## src/rtl/clkmon_pkg.sv

```systemverilog
package clkmon_pkg;

    typedef enum logic {
        LINK_LOST    = 1'b0,
        LINK_PRESENT = 1'b1
    } presence_e;

    typedef struct packed {
        logic done;
        logic pass;
    } win_result_t;

    function automatic int unsigned width_of(input int unsigned count);
        return (count < 2) ? 1 : $clog2(count);
    endfunction

endpackage

```

## src/rtl/clkmon_edge.sv

```systemverilog
module clkmon_edge #(
    parameter int unsigned STAGES = 2
) (
    input  logic clk_i,
    input  logic rst_i,
    input  logic mon_i,
    output logic rise_o
);
    logic [STAGES:0] chain_q;

    generate
        for (genvar g = 0; g <= STAGES; g++) begin : g_stage
            always_ff @(posedge clk_i) begin
                if (rst_i) chain_q[g] <= 1'b0;
                else if (g == 0) chain_q[g] <= mon_i;
                else chain_q[g] <= chain_q[(g == 0) ? 0 : g - 1];
            end
        end
    endgenerate

    assign rise_o = chain_q[STAGES-1] & ~chain_q[STAGES];
endmodule

```

## src/rtl/clkmon_window.sv

```systemverilog
module clkmon_window
    import clkmon_pkg::*;
#(
    parameter int unsigned WIN_CYCLES = 200,
    parameter int unsigned MIN_EDGES  = 4
) (
    input  logic        clk_i,
    input  logic        rst_i,
    input  logic        rise_i,
    output win_result_t result_o
);
    localparam int unsigned CW = width_of(WIN_CYCLES);
    localparam int unsigned EW = width_of(MIN_EDGES + 1);
    localparam logic [CW-1:0] LAST = CW'(WIN_CYCLES - 1);
    localparam logic [EW-1:0] NEED = EW'(MIN_EDGES);

    logic [CW-1:0] cyc_q;
    logic [EW-1:0] edges_q, edges_next;

    // Saturating edge tally: it only has to reach the threshold.
    always_comb begin
        edges_next = edges_q;
        if (rise_i && edges_q != NEED) edges_next = edges_q + 1'b1;
    end

    always_ff @(posedge clk_i) begin
        if (rst_i) begin
            cyc_q    <= '0;
            edges_q  <= '0;
            result_o <= '0;
        end else begin
            result_o.done <= 1'b0;
            if (cyc_q == LAST) begin
                cyc_q         <= '0;
                edges_q       <= '0;
                result_o.done <= 1'b1;
                result_o.pass <= (edges_next >= NEED);
            end else begin
                cyc_q   <= cyc_q + 1'b1;
                edges_q <= edges_next;
            end
        end
    end
endmodule

```

## src/rtl/clkmon_decide.sv

```systemverilog
module clkmon_decide
    import clkmon_pkg::*;
#(
    parameter int unsigned RUN_LEN = 2
) (
    input  logic        clk_i,
    input  logic        rst_i,
    input  win_result_t win_i,
    input  logic        sleep_en_i,
    output logic        present_o,
    output logic        sleep_req_o,
    output logic        relock_o
);
    localparam int unsigned RW = width_of(RUN_LEN);
    localparam logic [RW-1:0] RUN_LAST = RW'(RUN_LEN - 1);

    presence_e   state_q;
    logic [RW-1:0] run_q;   // consecutive windows disagreeing with state

    always_ff @(posedge clk_i) begin
        if (rst_i) begin
            state_q  <= LINK_LOST;
            run_q    <= '0;
            relock_o <= 1'b0;
        end else begin
            relock_o <= 1'b0;
            if (win_i.done) begin
                if (win_i.pass == (state_q == LINK_PRESENT)) begin
                    run_q <= '0;
                end else if (run_q == RUN_LAST) begin
                    run_q <= '0;
                    if (state_q == LINK_LOST) begin
                        state_q  <= LINK_PRESENT;
                        relock_o <= 1'b1;
                    end else begin
                        state_q <= LINK_LOST;
                    end
                end else begin
                    run_q <= run_q + 1'b1;
                end
            end
        end
    end

    assign present_o   = (state_q == LINK_PRESENT);
    assign sleep_req_o = (state_q == LINK_LOST) && sleep_en_i;
endmodule

```

## src/rtl/clk_loss_monitor.sv

```systemverilog
module clk_loss_monitor
    import clkmon_pkg::*;
#(
    parameter int unsigned REF_MHZ         = 50,
    parameter int unsigned WIN_US          = 4,
    parameter int unsigned SYNC_STAGES     = 2,
    parameter int unsigned CONFIRM_WINDOWS = 2
) (
    input  logic clk_i,
    input  logic rst_i,
    input  logic mon_clk_i,
    input  logic sleep_en_i,
    output logic clock_present_o,
    output logic sleep_req_o,
    output logic relock_start_o
);
    localparam int unsigned WIN_CYCLES = REF_MHZ * WIN_US;
    localparam int unsigned MIN_EDGES  = WIN_US;

    logic        rise;
    win_result_t win;

    clkmon_edge #(.STAGES(SYNC_STAGES)) u_edge (
        .clk_i (clk_i),
        .rst_i (rst_i),
        .mon_i (mon_clk_i),
        .rise_o(rise)
    );

    clkmon_window #(.WIN_CYCLES(WIN_CYCLES), .MIN_EDGES(MIN_EDGES)) u_window (
        .clk_i   (clk_i),
        .rst_i   (rst_i),
        .rise_i  (rise),
        .result_o(win)
    );

    clkmon_decide #(.RUN_LEN(CONFIRM_WINDOWS)) u_decide (
        .clk_i      (clk_i),
        .rst_i      (rst_i),
        .win_i      (win),
        .sleep_en_i (sleep_en_i),
        .present_o  (clock_present_o),
        .sleep_req_o(sleep_req_o),
        .relock_o   (relock_start_o)
    );
endmodule

```

## config.mk

```make
export PLATFORM = sky130hd
export DESIGN_NAME = clk_loss_monitor
export DESIGN_NICKNAME = d
export VERILOG_FILES = /design/src/rtl/clkmon_pkg.sv /design/src/rtl/clkmon_edge.sv /design/src/rtl/clkmon_window.sv /design/src/rtl/clkmon_decide.sv /design/src/rtl/clk_loss_monitor.sv
export SDC_FILE = /design/constraint.sdc
export NUM_CORES = 1
export LEC_CHECK = 0
export BUFFER_PORTS_ARGS = -buffer_cell sky130_fd_sc_hd__buf_2
export CAP_MARGIN = 20
export CORE_MARGIN = 4
export CORE_UTILIZATION = 49
export CTS_CLUSTER_SIZE = 10
export DETAILED_ROUTE_END_ITERATION = 16
export PLACE_DENSITY = 0.79
export REMOVE_ABC_BUFFERS = 1
export SLEW_MARGIN = 20
export SYNTH_ARGS = -nofsm -noshare
export SYNTH_HDL_FRONTEND = slang
export SYNTH_HIERARCHICAL = 1
export SYNTH_SLANG_ARGS = --single-unit
```

## constraint.sdc

```tcl
create_clock -name clk_i -period 1.26 [get_ports clk_i]
set_input_delay 0.252 -clock clk_i [delete_from_list [all_inputs] [get_ports clk_i]]
set_output_delay 0.252 -clock clk_i [all_outputs]
set_load 0.01 [all_outputs]
```

Word-level counts from Yosys, hierarchy flattened
Cells that the tools add are included. Widths: inputs -> output; s select.

$add $sub $neg: 3. Order comparisons: 1. Eq/ne operators: 3. Muxes and demuxes: 5. Bitwise logic cells: 6. Reduce and logical (&&, ||, !) cells: 5.

Operator list (number): $add 8x1->8 const B (1); $eq 8x8->1 const B (1); $not 1->1 (5); $reduce_or 4->1 (1); $add 3x1->3 const B (1); $ge 3x3->1 const B (1); $mux 1 (3); $mux 3 (1); $ne 3x3->1 const B (1); $reduce_and 3->1 (1); $logic_and 1x1->1 (2); $mux 2 (1); $reduce_or 2->1 (1); $add 1x1->1 const B (1); $and 1x1->1 (1); $eq 1x1->1 (1).

Bits in registers: 19. Input bits: 4. Output and inout bits: 3. Word-level logic and storage cells: 33.

Depth between registers and ports, before layout
Word-level depth: 6. Gate-level depth with buffers: 5. Depth with buffers taken out: 5.

Modules after synthesis
The synthesis kept the hierarchy.

By module, submodules not included: clkmon_window (instances 1, cells an instance 58, area an instance 555.5 µm², seq. area each 260.2 µm²); clkmon_decide (instances 1, cells an instance 13, area an instance 128.9 µm², seq. area each 60.1 µm²); clkmon_edge (instances 1, cells an instance 7, area an instance 87.6 µm², seq. area each 60.1 µm²).

Worst setup path before layout
No wires, ideal clock.

Path kind: flip-flop to flip-flop. From: reg u_window.cyc_q[0]. To: reg u_window/result_o[0] in the netlist's numbering. Library setup time: 70 ps. Arrival time: 1318 ps. Required time: 1190 ps. Path slack: -128 ps. Stages on the path, launching flop included: 5. Buffers on the path: 0. Clock period less this slack: 1388 ps. Path through: dfxtp_1 -> ha_1 -> nand4bb_4 -> or4_1 -> a21oi_1.

Word-level cells in the longest chain between the ends: 1.

Ends and longest elaborated chain: from (decl) (line clkmon_window.sv:17) `logic [CW-1:0] cyc_q;`; from (signal assigned) (line clkmon_window.sv:39) `cyc_q <= cyc_q + 1'b1;`; $eq 8x8->1 (line clkmon_window.sv:33) `if (cyc_q == LAST) begin`; to (decl) (line clkmon_window.sv:10) `output win_result_t result_o`.

No other way between the ends. A chain may end at the register's enable or synchronous reset.

==> run_results.csv <==
group,metric,value,unit
setup_path,path_cells,"inv_2 -> ha_4 -> and4b_1 -> or4_4 -> a21oi_2",
setup_path,path_buf_inv,1,
global_route,grt_max_degree,13,
setup_path,slowest_delay,0.49,ns
routing,routed.top_layer,"met4",
cells_and_area,fill_cells,111,
run_status,violations,"negative setup slack",
synthesis,ys_seq_area_share,49.3,%
synthesis,ys.flop_type,"dfxtp_1",
synthesis,synth_edf_count,0,
global_route,grt_pass1_vias,533,
floorplan,dieHeight,47.7,µm
setup_path,worstPathMaxFanout,3,
routing,routed_via_density,5.36,
setup_path,slowest_stage,"or4_4",
worst_hold_path,hp-start,"mon_clk_i",
routing,routed_wl,1.60,mm
cells_and_area,nets,110,
sta,clock_skew,0.00656,ns
clocking,cts_sinks,19,
power_and_ir_drop,p_per_area,1010,nW/µm²
routing,ant_nets,0,
synthesis,yosys.area.top_type,"dfxtp_1",
synthesis,synth.area.top_cells,"dfxtp_1, ha_1, a21oi_1, nor2_1, nand4bb_4",
placed_design,port-buffer-count,6,
routing,dr.pass1.iters,4,
floorplan,start_util,51.8,%
setup_path,rrSetupSlack,-0.19,ns
sta,fmax,691,MHz
routing,dr_total_vias,633,
setup_path,path_delay_family,"simple AND/OR/NAND/NOR gates",
cells_and_area,multiInputGateArea,434,µm²
routing,wire_per_inst,13.6,µm
routing,drc,0,
setup_path,arrival,1.68,ns
floorplan,die_area,2270,µm²
sta,rsz0062_at_grt,"yes",
clocking,cts_inserted_buffers,3,
sta,tightest_slew,0.199,ns
sta,drv_slew,0,
global_route,overflow,0,
setup_path,crit_type,"reg2reg",
cells_and_area,drive_above_1_share,41.2,%
synthesis,synth.avg_cell_area,9.90,µm²
worst_hold_path,min_path_cells,2,
floorplan,core_area,1490,µm²
global_route,antenna_found_initial,0,
sta,finalWorstSetupSlack,-0.186,ns
run_status,status,"complete, but fails checks",
synthesis,synthTopCellsByCount,"dfxtp_1, nor2_1, a21oi_1",
routing,met2_length,758,µm
routing,drt_iter0_markers,12,
global_route,grt_pass1_wl,2.17,mm
sta,fin_crit,1.45,ns
clocking,ctsHtreeMaxLevel,1,
sta,setup_viol,2,
setup_path,worstSetupEndpointType,"flip-flop",
setup_path,reg2reg_depth,5,
routing,wl_met1,720,µm
placed_design,dp.cells,111,
clocking,clk_latency,0.29,ns
synthesis,async_flop_share,0,%
synthesis,synth_top_cell_area_share,49.3,%
synthesis,syn-instance-count,78,
floorplan,die_x,47.7,µm
clocking,path_clk_slew,0.11,ns
cells_and_area,seqCellArea,385,µm²
setup_path,r2r_end,"u_window/result_o[0]",
synthesis,ys_ff_latch,19,
placed_design,gp_congestion,0.699,
synthesis,synth_warnings,6,
sta,finalHoldViolCount,0,
setup_path,worstPathRequired,1.49,ns
global_route,grt_usage,14.4,%
sta,relSlewSlack,86.6,%
cells_and_area,final-instance-count-excl-fill,118,
routing,met3_length,71,µm
floorplan,num_io_pins,7,
cells_and_area,design_area,1010,µm²
worst_hold_path,hold_path.class,"in2reg",
floorplan,rows,14,
clocking,cts.path.max_buffers,2,
power_and_ir_drop,power.leakage,0.000383,µW
power_and_ir_drop,vdd_drop_max,0.000815,V
placed_design,placed_area,905,µm²
placed_design,dpl_worst_slack,-0.123,ns
synthesis,syn_area,772,µm²
clocking,cts_tree,"done",
synthesis,yosysMostFrequentCell,"dfxtp_1",
clocking,cts-root-buf,"clkbuf_4",
setup_path,start_kind,"flip-flop",
synthesis,synthDistinctLibCells,29,
sta,finalCritPeriodShare,115,%
cells_and_area,diodes,0,
cells_and_area,area_delta_synth_final,31.1,%
flow_run,max_cap_violations,0,
placed_design,hpwl,1.00,mm
worst_hold_path,holdPathEnd,"u_edge/chain_q[0]",
-- layout make-up --
type                    instances  area share [%]
repair buffers                 20            13.3
well taps                      16            1.98
clock buffers                   4            2.60
multi-input cells              56            42.9
flip-flops and latches         19            38.1
inverters                       3            1.11
-- cell families (layout without fill, tap and decap cells) --
| group | count (synthesis) | after routing | synth area share (%) |
|---|---|---|---|
| xor+xnor | 5 | 5 | 5.67 |
| flops | 19 | 19 | 49.3 |
| mux | 1 | 1 | 1.30 |
| simple gates | 33 | 33 | 27.2 |
| fa+ha+maj | 3 | 3 | 4.86 |
| compound gates | 14 | 14 | 10.2 |
| buf+inv | 3 | 27 | 1.46 |
-- through the flow --
| step | util, % | hold WS (ns) | total power, µW | TNS, ns |
|---|---|---|---|---|
| 6_report | 68.0 | 0.165 | 1030 | -0.195 |
| 5_1_grt | 68.0 | 0.180 | 1090 | -0.328 |
| 4_1_cts | 63.8 | 0.160 | 1010 | -0.144 |
| 3_5_place_dp | 60.8 | 0.438 | 707 | -0.175 |
| 3_3_place_gp | 60.8 | 0.419 | 703 | -0.0899 |
| 2_1_floorplan | - | 0.321 | 669 | -0.201 |
-- worst reg2reg max path, cell delays in order, from the launching register on --
cell	delay [ns]
dfxtp_2	0.35
inv_2	0.07
ha_4	0.13
and4b_1	0.21
or4_4	0.49
a21oi_2	0.14
-- flip-flops by register name, summed over array words and instances (netlist names), named ones only --
name / cells
u_decide/present_o: 1
u_decide/relock_o: 1
u_decide/run_q: 1
u_edge/chain_q: 3
u_window/cyc_q: 8
u_window/edges_q: 2
u_window/result_o: 2
-- layout by cell type, fill, tap and decap left out, drive strengths merged, types with 2 or more instances in the layout --
cell and instances:
buf 20, dfxtp 19, nor2 8, a21oi 6
nor2b 5, o21ai 5, clkbuf 4, nand3 4
xnor2 3, or3 3, inv 3, ha 3
nand2 2, xor2 2
-- metal layers --
metal	track usage [%]	up-vias
li1	-	320
met1	17.1	285
met2	21.1	20
met3	4.51	8
met4	11.3	0
met5	0	-
-- how the worst max path moves through the flow --
| stage | start | endpoint | slack, ns | cells past startpoint |
|---|---|---|---|---|
| floorplan | u_window/cyc_q[0] | u_window/result_o[0] | -0.13 | 4 |
| global placement | u_window/edges_q[0] | u_window/result_o[0] | -0.09 | 4 |
| detailed placement | u_window/cyc_q[1] | u_window/result_o[0] | -0.12 | 4 |
| CTS | u_window/edges_q[0] | u_window/result_o[0] | -0.14 | 5 |
| global route | flip-flop | u_window/result_o[0] | -0.22 | 5 |
| finish | flip-flop | u_window/result_o[0] | -0.19 | 5 |
-- report_power, final --
| part | leakage, µW | total, µW | internal, µW | switching [µW] |
|---|---|---|---|---|
| sequential | 0.000156 | 630 | 617 | 13.6 |
| combinational | 0.000212 | 89.6 | 50.4 | 39.2 |
| clock | 0.0000150 | 307 | 123 | 183 |
-- what timing repair did --
action                     in CTS  in global routing
hold buffers                    0                  0
resized for setup               6                 13
setup endpoints to repair       3                  6
pin swaps                       0                  5
setup buffers                   0                  3
(Power assumes the default switching activity.)
